[config.mk]
export PLATFORM = sky130hd
export DESIGN_NAME = aes_dma_seq
export DESIGN_NICKNAME = d
export VERILOG_FILES = /design/src/rtl/aes_seq_pkg.sv /design/src/rtl/aes_seq_wordload.sv /design/src/rtl/aes_seq_engine.sv /design/src/rtl/aes_dma_seq.sv
export SDC_FILE = /design/constraint.sdc
export NUM_CORES = 2
export LEC_CHECK = 0
export BUFFER_PORTS_ARGS = -buffer_cell sky130_fd_sc_hd__buf_4
export CAP_MARGIN = 20
export CELL_PAD_IN_SITES_DETAIL_PLACEMENT = 1
export CELL_PAD_IN_SITES_GLOBAL_PLACEMENT = 1
export CORE_UTILIZATION = 35
export CTS_BUF_LIST = sky130_fd_sc_hd__clkbuf_8
export DETAILED_ROUTE_END_ITERATION = 10
export PLACE_DENSITY = 0.63
export SETUP_SLACK_MARGIN = 0.3
export SLEW_MARGIN = 5
export SYNTH_ARGS = -nofsm -noshare
export SYNTH_HDL_FRONTEND = slang
export SYNTH_HIERARCHICAL = 1
export SYNTH_SLANG_ARGS = --single-unit
[constraint.sdc]
create_clock -name clk -period 8.1 [get_ports clk]
set_clock_uncertainty 0.2 [all_clocks]
set_input_delay 1.62 -clock clk [delete_from_list [all_inputs] [get_ports clk]]
set_output_delay 1.62 -clock clk [all_outputs]
set_load 0.02 [all_outputs]
[src/rtl/aes_seq_pkg.sv]
package aes_seq_pkg;
    localparam int WORD_W        = 32;
    localparam int BLK_W         = 128;
    localparam int WORDS_PER_BLK = BLK_W / WORD_W;
    localparam int BLK_BYTES     = BLK_W / 8;

    localparam logic [4:0] OFF_CTRL = 5'h00;
    localparam logic [4:0] OFF_SRC  = 5'h04;
    localparam logic [4:0] OFF_DST  = 5'h08;
    localparam logic [4:0] OFF_KEY  = 5'h0C;
    localparam logic [4:0] OFF_IV   = 5'h10;

    localparam int BIT_RUN  = 31;
    localparam int BIT_IE   = 30;
    localparam int BIT_ERR  = 29;
    localparam int BIT_ENA  = 28;
    localparam int BIT_DEC  = 27;
    localparam int BIT_KEEP = 12;

    typedef enum logic [1:0] {
        PH_IDLE  = 2'd0,
        PH_READ  = 2'd1,
        PH_CIPH  = 2'd2,
        PH_WRITE = 2'd3
    } phase_e;
endpackage

[src/rtl/aes_seq_wordload.sv]
module aes_seq_wordload #(
    parameter int WORD_W = 32,
    parameter int NWORDS = 4
) (
    input  logic                     clk,
    input  logic                     rst_n,
    input  logic                     load_i,
    input  logic [WORD_W-1:0]        word_i,
    output logic [WORD_W*NWORDS-1:0] value_o
);
    localparam int VAL_W = WORD_W * NWORDS;

    logic [VAL_W-1:0] val_d, val_q;

    always_comb begin
        val_d = val_q;
        if (load_i) begin
            val_d = {val_q[VAL_W-WORD_W-1:0], word_i};
        end
    end

    always_ff @(posedge clk or negedge rst_n) begin
        if (!rst_n) val_q <= '0;
        else        val_q <= val_d;
    end

    assign value_o = val_q;


    hold_when_idle_chk: assert property (@(posedge clk) disable iff (!rst_n)
        !load_i |=> $stable(value_o));


    newest_word_low_chk: assert property (@(posedge clk) disable iff (!rst_n)
        load_i |=> (value_o[WORD_W-1:0] == $past(word_i)));
endmodule

[src/rtl/aes_seq_engine.sv]
module aes_seq_engine
    import aes_seq_pkg::*;
#(
    parameter int CNT_W = 12,
    parameter int AW    = 32
) (
    input  logic              clk,
    input  logic              rst_n,
    input  logic              ctrl_we_i,
    input  logic              src_we_i,
    input  logic              dst_we_i,
    input  logic [WORD_W-1:0] wdata_i,
    input  logic [BLK_W-1:0]  key_i,
    input  logic [BLK_W-1:0]  iv_i,
    output logic [WORD_W-1:0] ctrl_o,
    output logic [AW-1:0]     src_o,
    output logic [AW-1:0]     dst_o,
    output logic              mem_req_o,
    output logic              mem_we_o,
    output logic [AW-1:0]     mem_addr_o,
    output logic [WORD_W-1:0] mem_wdata_o,
    input  logic              mem_ack_i,
    input  logic [WORD_W-1:0] mem_rdata_i,
    output logic              cph_start_o,
    output logic              cph_decrypt_o,
    output logic [BLK_W-1:0]  cph_key_o,
    output logic [BLK_W-1:0]  cph_din_o,
    input  logic              cph_done_i,
    input  logic [BLK_W-1:0]  cph_dout_i,
    output logic              irq_o
);
    localparam int WIDX_W     = $clog2(WORDS_PER_BLK);
    localparam int ALIGN_BITS = $clog2(BLK_BYTES);
    localparam int WBYTES     = WORD_W / 8;
    localparam logic [WIDX_W-1:0] LAST_WORD = WIDX_W'(WORDS_PER_BLK - 1);

    typedef struct packed {
        phase_e              phase;
        logic                run;
        logic                ie;
        logic                err;
        logic                ena;
        logic                dec;
        logic                keep;
        logic [CNT_W-1:0]    cnt;
        logic [CNT_W-1:0]    left;
        logic [WIDX_W-1:0]   widx;
        logic [AW-1:0]       src;
        logic [AW-1:0]       dst;
        logic [AW-1:0]       rptr;
        logic [AW-1:0]       wptr;
        logic [BLK_W-1:0]    blk;
        logic [BLK_W-1:0]    chain;
        logic [BLK_W-1:0]    res;
        logic                irq;
        logic                cstart;
    } eng_t;

    eng_t eng_d, eng_q;
    logic misaligned;

    assign misaligned = (eng_q.src[ALIGN_BITS-1:0] != '0) ||
                        (eng_q.dst[ALIGN_BITS-1:0] != '0);

    always_comb begin
        eng_d        = eng_q;
        eng_d.irq    = 1'b0;
        eng_d.cstart = 1'b0;
        if (src_we_i) eng_d.src = wdata_i;
        if (dst_we_i) eng_d.dst = wdata_i;

        if (ctrl_we_i && (wdata_i == '0)) begin
            eng_d.phase = PH_IDLE;
            eng_d.run   = 1'b0;
            eng_d.ie    = 1'b0;
            eng_d.err   = 1'b0;
            eng_d.ena   = 1'b0;
            eng_d.dec   = 1'b0;
            eng_d.keep  = 1'b0;
            eng_d.cnt   = '0;
        end else if (ctrl_we_i && (eng_q.phase == PH_IDLE)) begin
            eng_d.ie   = wdata_i[BIT_IE];
            eng_d.ena  = wdata_i[BIT_ENA];
            eng_d.dec  = wdata_i[BIT_DEC];
            eng_d.keep = wdata_i[BIT_KEEP];
            eng_d.cnt  = wdata_i[CNT_W-1:0];
            eng_d.err  = 1'b0;
            if (wdata_i[BIT_RUN]) begin
                if (misaligned) begin
                    eng_d.err = 1'b1;
                end else begin
                    eng_d.run   = 1'b1;
                    eng_d.phase = PH_READ;
                    eng_d.widx  = '0;
                    eng_d.rptr  = eng_q.src;
                    eng_d.wptr  = eng_q.dst;
                    eng_d.left  = wdata_i[CNT_W-1:0];
                    eng_d.chain = wdata_i[BIT_KEEP] ? eng_q.chain : iv_i;
                end
            end
        end else begin
            unique case (eng_q.phase)
                PH_READ: begin
                    if (mem_ack_i) begin
                        eng_d.blk  = {eng_q.blk[BLK_W-WORD_W-1:0], mem_rdata_i};
                        eng_d.rptr = eng_q.rptr + AW'(WBYTES);
                        eng_d.widx = eng_q.widx + 1'b1;
                        if (eng_q.widx == LAST_WORD) begin
                            eng_d.phase  = PH_CIPH;
                            eng_d.cstart = 1'b1;
                        end
                    end
                end
                PH_CIPH: begin
                    if (cph_done_i) begin
                        eng_d.phase = PH_WRITE;
                        eng_d.widx  = '0;
                        if (eng_q.dec) begin
                            eng_d.res   = cph_dout_i ^ eng_q.chain;
                            eng_d.chain = eng_q.blk;
                        end else begin
                            eng_d.res   = cph_dout_i;
                            eng_d.chain = cph_dout_i;
                        end
                    end
                end
                PH_WRITE: begin
                    if (mem_ack_i) begin
                        eng_d.res  = {eng_q.res[BLK_W-WORD_W-1:0], {WORD_W{1'b0}}};
                        eng_d.wptr = eng_q.wptr + AW'(WBYTES);
                        eng_d.widx = eng_q.widx + 1'b1;
                        if (eng_q.widx == LAST_WORD) begin
                            eng_d.widx = '0;
                            if (eng_q.left == '0) begin
                                eng_d.phase = PH_IDLE;
                                eng_d.run   = 1'b0;
                                eng_d.irq   = eng_q.ie;
                            end else begin
                                eng_d.left  = eng_q.left - 1'b1;
                                eng_d.phase = PH_READ;
                            end
                        end
                    end
                end
                default: ;
            endcase
        end
    end

    always_ff @(posedge clk or negedge rst_n) begin
        if (!rst_n) begin
            eng_q       <= '0;
            eng_q.phase <= PH_IDLE;
        end else begin
            eng_q <= eng_d;
        end
    end

    always_comb begin
        ctrl_o           = '0;
        ctrl_o[BIT_RUN]  = eng_q.run;
        ctrl_o[BIT_IE]   = eng_q.ie;
        ctrl_o[BIT_ERR]  = eng_q.err;
        ctrl_o[BIT_ENA]  = eng_q.ena;
        ctrl_o[BIT_DEC]  = eng_q.dec;
        ctrl_o[BIT_KEEP] = eng_q.keep;
        ctrl_o[CNT_W-1:0] = eng_q.cnt;
    end

    assign src_o         = eng_q.src;
    assign dst_o         = eng_q.dst;
    assign mem_req_o     = (eng_q.phase == PH_READ) || (eng_q.phase == PH_WRITE);
    assign mem_we_o      = (eng_q.phase == PH_WRITE);
    assign mem_addr_o    = (eng_q.phase == PH_WRITE) ? eng_q.wptr : eng_q.rptr;
    assign mem_wdata_o   = eng_q.res[BLK_W-1 -: WORD_W];
    assign cph_start_o   = eng_q.cstart;
    assign cph_decrypt_o = eng_q.dec;
    assign cph_key_o     = key_i;
    assign cph_din_o     = eng_q.dec ? eng_q.blk : (eng_q.blk ^ eng_q.chain);
    assign irq_o         = eng_q.irq;


    mem_only_when_busy_chk: assert property (@(posedge clk) disable iff (!rst_n)
        mem_req_o |-> ctrl_o[BIT_RUN]);


    word_aligned_addr_chk: assert property (@(posedge clk) disable iff (!rst_n)
        mem_req_o |-> (mem_addr_o[1:0] == 2'b00));


    start_single_cycle_chk: assert property (@(posedge clk) disable iff (!rst_n)
        cph_start_o |=> !cph_start_o);


    abort_to_idle_chk: assert property (@(posedge clk) disable iff (!rst_n)
        (ctrl_we_i && (wdata_i == '0)) |=> ((ctrl_o == '0) && !mem_req_o));


    misalign_no_access_chk: assert property (@(posedge clk) disable iff (!rst_n)
        $rose(ctrl_o[BIT_ERR]) |-> (!ctrl_o[BIT_RUN] && !mem_req_o));


    irq_one_cycle_chk: assert property (@(posedge clk) disable iff (!rst_n)
        irq_o |=> !irq_o);


    irq_at_finish_chk: assert property (@(posedge clk) disable iff (!rst_n)
        irq_o |-> $fell(ctrl_o[BIT_RUN]));


    busy_write_ignored_chk: assert property (@(posedge clk) disable iff (!rst_n)
        (ctrl_we_i && (wdata_i != '0) && ctrl_o[BIT_RUN]) |=> $stable(ctrl_o[CNT_W-1:0]));
endmodule

[src/rtl/aes_dma_seq.sv]
module aes_dma_seq
    import aes_seq_pkg::*;
#(
    parameter int CNT_W = 12
) (
    input  logic         clk,
    input  logic         rst_n,
    input  logic [4:0]   reg_addr,
    input  logic         reg_wr,
    input  logic [31:0]  reg_wdata,
    output logic [31:0]  reg_rdata,
    output logic         mem_req,
    output logic         mem_we,
    output logic [31:0]  mem_addr,
    output logic [31:0]  mem_wdata,
    input  logic         mem_ack,
    input  logic [31:0]  mem_rdata,
    output logic         cph_start,
    output logic         cph_decrypt,
    output logic [127:0] cph_key,
    output logic [127:0] cph_din,
    input  logic         cph_done,
    input  logic [127:0] cph_dout,
    output logic         irq
);
    localparam int NLOAD = 2;

    logic [NLOAD-1:0] load_we;
    logic [BLK_W-1:0] load_val [NLOAD];
    logic [31:0]      ctrl_word, src_word, dst_word;

    assign load_we[0] = reg_wr && (reg_addr == OFF_KEY);
    assign load_we[1] = reg_wr && (reg_addr == OFF_IV);

    for (genvar g = 0; g < NLOAD; g++) begin : g_load
        aes_seq_wordload #(.WORD_W(WORD_W), .NWORDS(WORDS_PER_BLK)) u_load (
            .clk     (clk),
            .rst_n   (rst_n),
            .load_i  (load_we[g]),
            .word_i  (reg_wdata),
            .value_o (load_val[g])
        );
    end

    aes_seq_engine #(.CNT_W(CNT_W), .AW(32)) u_engine (
        .clk           (clk),
        .rst_n         (rst_n),
        .ctrl_we_i     (reg_wr && (reg_addr == OFF_CTRL)),
        .src_we_i      (reg_wr && (reg_addr == OFF_SRC)),
        .dst_we_i      (reg_wr && (reg_addr == OFF_DST)),
        .wdata_i       (reg_wdata),
        .key_i         (load_val[0]),
        .iv_i          (load_val[1]),
        .ctrl_o        (ctrl_word),
        .src_o         (src_word),
        .dst_o         (dst_word),
        .mem_req_o     (mem_req),
        .mem_we_o      (mem_we),
        .mem_addr_o    (mem_addr),
        .mem_wdata_o   (mem_wdata),
        .mem_ack_i     (mem_ack),
        .mem_rdata_i   (mem_rdata),
        .cph_start_o   (cph_start),
        .cph_decrypt_o (cph_decrypt),
        .cph_key_o     (cph_key),
        .cph_din_o     (cph_din),
        .cph_done_i    (cph_done),
        .cph_dout_i    (cph_dout),
        .irq_o         (irq)
    );

    always_comb begin
        unique case (reg_addr)
            OFF_CTRL: reg_rdata = ctrl_word;
            OFF_SRC:  reg_rdata = src_word;
            OFF_DST:  reg_rdata = dst_word;
            default:  reg_rdata = '0;
        endcase
    end
endmodule

; ---- Yosys cells after proc, flatten, opt, wreduce, memory -nomap -nowiden
; Index checks and enable logic that the tools add are counted.
[op_classes]
n_addsub = 4
n_eq_ne = 24
mux = 53
bitwise = 4
reduce_logical = 38
[op_table]
columns = op, n
row1 = $mux 128, 6
row2 = $mux 256, 2
row3 = $pmux 128 s2, 1
row4 = $xor 128x128->128, 2
row5 = $mux 64, 3
row6 = $mux 32, 5
row7 = $mux 129, 1
row8 = $pmux 32 s3, 1
row9 = $mux 14, 5
row10 = $add 32x3->32 const B, 2
row11 = $logic_not 32->1, 1
row12 = $mux 12, 2
row13 = $mux 20, 1
row14 = $mux 17, 1
row15 = $reduce_bool 2->1, 8
row16 = $mux 3, 5
row17 = $reduce_and 5->1, 3
row18 = $mux 2, 7
row19 = $reduce_and 7->1, 2
row20 = $logic_not 12->1, 1
row21 = $ne 4x1->1 const B, 3
row22 = $pmux 2 s3, 2
row23 = $reduce_and 6->1, 2
row24 = $reduce_bool 3->1, 4
row25 = other kinds (23), 53
[word_totals]
ff_bits = 804

; ---- Depth between registers and ports, before layout
[logic_depth]
word_depth = 7
depth_mapped = 14

; ---- Cells and area by module
; Netlist, hierarchy kept.
[by_module_without_submodules]
columns = module, instances, cells_each, area_each_um2, seq_area_each_um2
row1 = aes_seq_engine, 1, 3422, 31356.3, 13713.2
row2 = aes_seq_wordload, 2, 270, 4822.1, 3203.1
row3 = aes_dma_seq, 1, 160, 1212.4, 0.0

; ---- Worst setup path before layout
; No wires, ideal clock.
[synth_timing]
path_kind = input port to output port
startpoint = in reg_addr[1]
endpoint = out reg_rdata[17]
t_arrival_ns = 2.656
setup_slack_ns = 3.624
stages = 3
path_buffers = 1
cell_sequence = or3_1 buf_6 a211oi_1
[synth_between]
elab_chain_cells = 2
elab_cells_between_ends = 4
classes_between = eq/ne: 2 / mux: 1 / reduce/logical: 1
[synth_lines]
columns = item, line
row1 = "start, declared", aes_dma_seq.sv:8  ; input logic [4:0] reg_addr,
row2 = "$eq 5x4->1, or another cell as far along", aes_dma_seq.sv:73  ; unique case (reg_addr)
row3 = $pmux 32 s3 *, aes_dma_seq.sv:73
row4 = "end, declared", aes_dma_seq.sv:11  ; output logic [31:0] reg_rdata,
; Every way passes the cells marked *; elsewhere a longest branch is shown, timed or not.

; ---- Worst setup path after layout
[layout_timing]
startpoint = in reg_addr[1]
endpoint = reg u_engine/eng_q[344] (netlist bit)
[layout_between]
elab_chain_cells = 5
elab_cells_between_ends = 7
classes_between = bitwise: 2 / reduce/logical: 5
[layout_lines]
columns = item, line
row1 = $logic_not 5->1 *, aes_dma_seq.sv:48  ; .ctrl_we_i (reg_wr && (reg_addr == OFF_CTRL)),
row2 = $logic_and 1x1->1 *, aes_dma_seq.sv:48
row3 = "$logic_and 1x1->1, on equally long branches", "aes_seq_engine.sv:81, aes_seq_engine.sv:72"
row4 = $not 1->1 (no line), --
row5 = $reduce_and 4->1 (no line) *, --
row6 = "end signal, assigned", aes_seq_engine.sv:155  ; eng_q <= eng_d;
row7 = "end, declared", aes_seq_engine.sv:59  ; eng_t eng_d, eng_q;
; Marked as above.
; A chain may end at the register's enable or synchronous reset.

==> results.sh <==
export IMPL_synth_compound_area_frac=0.1109
export IMPL_fp_dieW_um=349.3
export IMPL_overflow=0
export IMPL_cts_root_buffer="clkbuf_8"
export IMPL_ys_types=60
export IMPL_drtIter0Drc=1812
export IMPL_htreeDepth=4
export IMPL_path_delay_family="simple AND/OR/NAND/NOR gates"
export IMPL_hold_depth=2
export IMPL_clock_latency_ns=0.84
export IMPL_synth_edf_count=0
export IMPL_holdBufCountCts=0
export IMPL_dr_max_layer_used="met5"
export IMPL_synth_top_family_by_area="multiplexers"
export IMPL_row_count=127
export IMPL_finalCritPeriodShare=0.6809
export IMPL_cts_resized=0
export IMPL_cts_buffers_inserted=155
export IMPL_pre_cts_slack_ns=1.916
export IMPL_design_core_area_um2=119800
export IMPL_wl_met3_mm=8.183
export IMPL_worst_pin_slew_ns=1.265
export IMPL_crit_path_end_kind="flip-flop"
export IMPL_crit_cells=11
export IMPL_placed_cells=5818
export IMPL_hold_ws_ns=0.2761
export IMPL_synthSimpleGateAreaFrac=0.1154
export IMPL_grt_pass1_vias=31850
export IMPL_r2r_end="u_engine/eng_q[344]$_DFFE_PN0P_"
export IMPL_fmax_ghz=0.1813
export IMPL_slowest_stage="nor3_1"
export IMPL_avgRoutedWirePerCell_um=23.37
export IMPL_finalHoldViolations=0
export IMPL_regToRegStartpoint="u_engine/eng_q[547]$_DFFE_PN0P_"
export IMPL_wirelength_met1_mm=67.81
export IMPL_layout_common_cells="803 x dfrtp_1, 590 x buf_4, 472 x nand2_1"
export IMPL_setup_tns_ns=0
export IMPL_slew_limit_headroom=0.1567
export IMPL_criticalPathCategory="in -> reg"
export IMPL_critical_path_arrival_ns=6.01
export IMPL_drt_wl_total_mm=142.7
export IMPL_seq_area_frac_synth=0.4766
export IMPL_cp_max_fo=129
export IMPL_setup_viol=0
export IMPL_yosys_area_top_type="dfrtp_1"
export IMPL_drive_above_1_share=0.3007
export IMPL_synthAdderAreaFrac=0.002964
export IMPL_post_cts_setup_buffers=0
export IMPL_synth_ff_type="dfrtp_1"
export IMPL_synth_area_leaders="dfrtp_1 48%, mux2_2 12%, buf_4 4.8%"
export IMPL_yosys_register_bits=804
export IMPL_antenna_left=0
export IMPL_layout_commonest_cell="dfrtp_1"
export IMPL_met2WireLength_mm=62.44
export IMPL_crit_required_ns=8.60
export IMPL_path_cells="buf_4 > nor3_1 > nand2_1 > nor3_1 > nand2_4 > nand2_1 > o311ai_4 > buf_4 > nor2_4 > buf_12 > mux2_2"
export IMPL_drv_cap=0
export IMPL_outcome="finished, final reports clean"
export IMPL_die_area_um2=122000
export IMPL_areaGrowthSynthToFinish_pct=15.77
export IMPL_critPathMaxStageDelay_ns=0.76
export IMPL_async_flop_share=1.000
export IMPL_synth_xor_xnor_area_share=0.05332
export IMPL_first_pass_iters=5
export IMPL_cts_buffer_depth=3
export IMPL_grt_usage=0.2314
export IMPL_fin_nets=4575
export IMPL_p_per_area_nw_per_um2=349.4
export IMPL_cts_sinks=804
export IMPL_p_leak_nw=22.13
export IMPL_grt_max_degree=208
export IMPL_ios=559
export IMPL_power_w=0.01708
export IMPL_synth_top_area_share=0.4766
export IMPL_syn_inst=4122
export IMPL_vias_per_cell=5.088
export IMPL_synthMuxAreaShare=0.1594
export IMPL_vias=31060
export IMPL_startpoint="reg_addr[1]"
export IMPL_path_buf_inv=3
export IMPL_rsz0062_at_grt="false"
export IMPL_fin_crit_ns=5.515
export IMPL_hpwlAfterDp_mm=96.41
export IMPL_reg2reg_slack_ns=4.16
export IMPL_crit_end="u_engine/eng_q[344]$_DFFE_PN0P_"
export IMPL_postSynthAreaPerCell_um2=10.24
export IMPL_start_kind="primary input"
export IMPL_r2r_cells=9
export IMPL_numPortBuffers=558
export IMPL_antenna_found_initial=27
export IMPL_drc=0
export IMPL_drv_slew=0
export IMPL_fin_ws_ns=2.585
export IMPL_gp_congestion=0.8269
export IMPL_final_cells=6104
export IMPL_hp_class="reg -> reg"
export IMPL_synth_area_um2=42210
export IMPL_yosys_warnings=6
export IMPL_cts_tree="done"
export IMPL_vdd_drop_max_mv=0.2099
export IMPL_clk_pin_slew_worst_paths_ns=0.06
export IMPL_die_h_um=349.3
export IMPL_grt_pass1_wl_mm=212.2
export IMPL_initial_core_util=0.3523
## state kept, by name, summed over array words and instances, names as in the netlist
register                flops
u_engine/ctrl_o            17
u_engine/cph_start_o        1
u_engine/src_o             32
u_engine/irq_o              1
g_load.u_load/value_o     256
u_engine/eng_q            432
u_engine/mem_wdata_o       32
u_engine/dst_o             32
u_engine/cph_decrypt_o      1
## Yosys cell counts, types with 5 or more instances
| library cell | count |
|---|---|
| buf_2 | 42 |
| nor3b_1 | 5 |
| buf_6 | 22 |
| and3_1 | 18 |
| xnor2_1 | 128 |
| a22o_1 | 11 |
| o31ai_1 | 37 |
| dfrtp_1 | 804 |
| a2bb2oi_1 | 12 |
| xor2_1 | 129 |
| buf_4 | 269 |
| mux2_1 | 16 |
| o22ai_1 | 31 |
| ha_1 | 10 |
| clkbuf_1 | 163 |
| or2_2 | 5 |
| o21ai_0 | 283 |
| nand3_1 | 33 |
| inv_1 | 14 |
| o2bb2ai_1 | 5 |
| a211oi_2 | 29 |
| a211oi_1 | 34 |
| nor4_1 | 11 |
| a31oi_1 | 6 |
| mux2_2 | 467 |
| and2_1 | 7 |
| nand2_1 | 473 |
| buf_1 | 19 |
| nand2b_1 | 161 |
| nor2b_1 | 33 |
| a22oi_1 | 5 |
| nand4_1 | 18 |
| clkbuf_8 | 16 |
| nor2_1 | 295 |
| nor3_1 | 14 |
| mux2i_1 | 129 |
| a21oi_1 | 334 |
## cell type report
cell class | instances | area (um^2)
inverter | 14 | 52.55
clock buffer | 191 | 2629
multi-input combinational | 2786 | 18780
antenna | 12 | 30.03
timing repair buffer | 602 | 4664
tap | 1612 | 2017
fill | 13510 | 70940
clock inverter | 83 | 570.5
sequential | 804 | 20120
## cells by family after synthesis
group	Yosys count
compound gates	805
xor+xnor	257
fa+ha+maj	10
buf+inv	545
flops	804
mux	612
other cells	1
simple gates	1088
## where the power goes
part	switching, W	internal (W)
logic	0.00392	0.00266
registers	0.00114	0.00516
clock network	0.00190	0.00230
## layer usage
| layer | GRT usage | vias up |
|---|---|---|
| met5 | 0 | - |
| met4 | 0.08942 | 14 |
| met3 | 0.05269 | 213 |
| met2 | 0.3409 | 771 |
| met1 | 0.3273 | 15720 |
| li1 | - | 14340 |
## worst reg2reg max path, stage by stage (launching register included)
cell and delay (ns):
dfrtp_1 0.44, inv_1 0.13, ha_1 0.29, nand2_4 0.48
nand2_1 0.38, o311ai_4 0.13, buf_4 0.27, nor2_4 0.14
buf_12 0.40, mux2_2 0.93
## worst min path at each step
stage / slack (ns) / end / start
final: 0.28 / u_engine/eng_q[27]$_DFFE_PN0P_ / u_engine/eng_q[27]$_DFFE_PN0P_
after global routing: 0.30 / u_engine/mem_wdata_o[20]$_DFFE_PN0P_ / u_engine/mem_wdata_o[20]$_DFFE_PN0P_
after CTS: 0.28 / u_engine/eng_q[27]$_DFFE_PN0P_ / u_engine/eng_q[27]$_DFFE_PN0P_
after detailed placement: 0.27 / u_engine/eng_q[27]$_DFFE_PN0P_ / u_engine/eng_q[27]$_DFFE_PN0P_
after global placement: 0.26 / u_engine/ctrl_o[7]$_DFFE_PN0P_ / u_engine/ctrl_o[7]$_DFFE_PN0P_
after floorplan: 0.25 / u_engine/ctrl_o[3]$_DFFE_PN0P_ / u_engine/ctrl_o[3]$_DFFE_PN0P_
## stage by stage
stage / utilization / cell area (um^2)
2_1_floorplan: - / 42260
3_3_place_gp: 0.3809 / 45640
3_5_place_dp: 0.3809 / 45640
4_1_cts: 0.4076 / 48840
5_1_grt: 0.4079 / 48870
6_report: 0.4079 / 48870
Power figures use the tool's default switching activity.
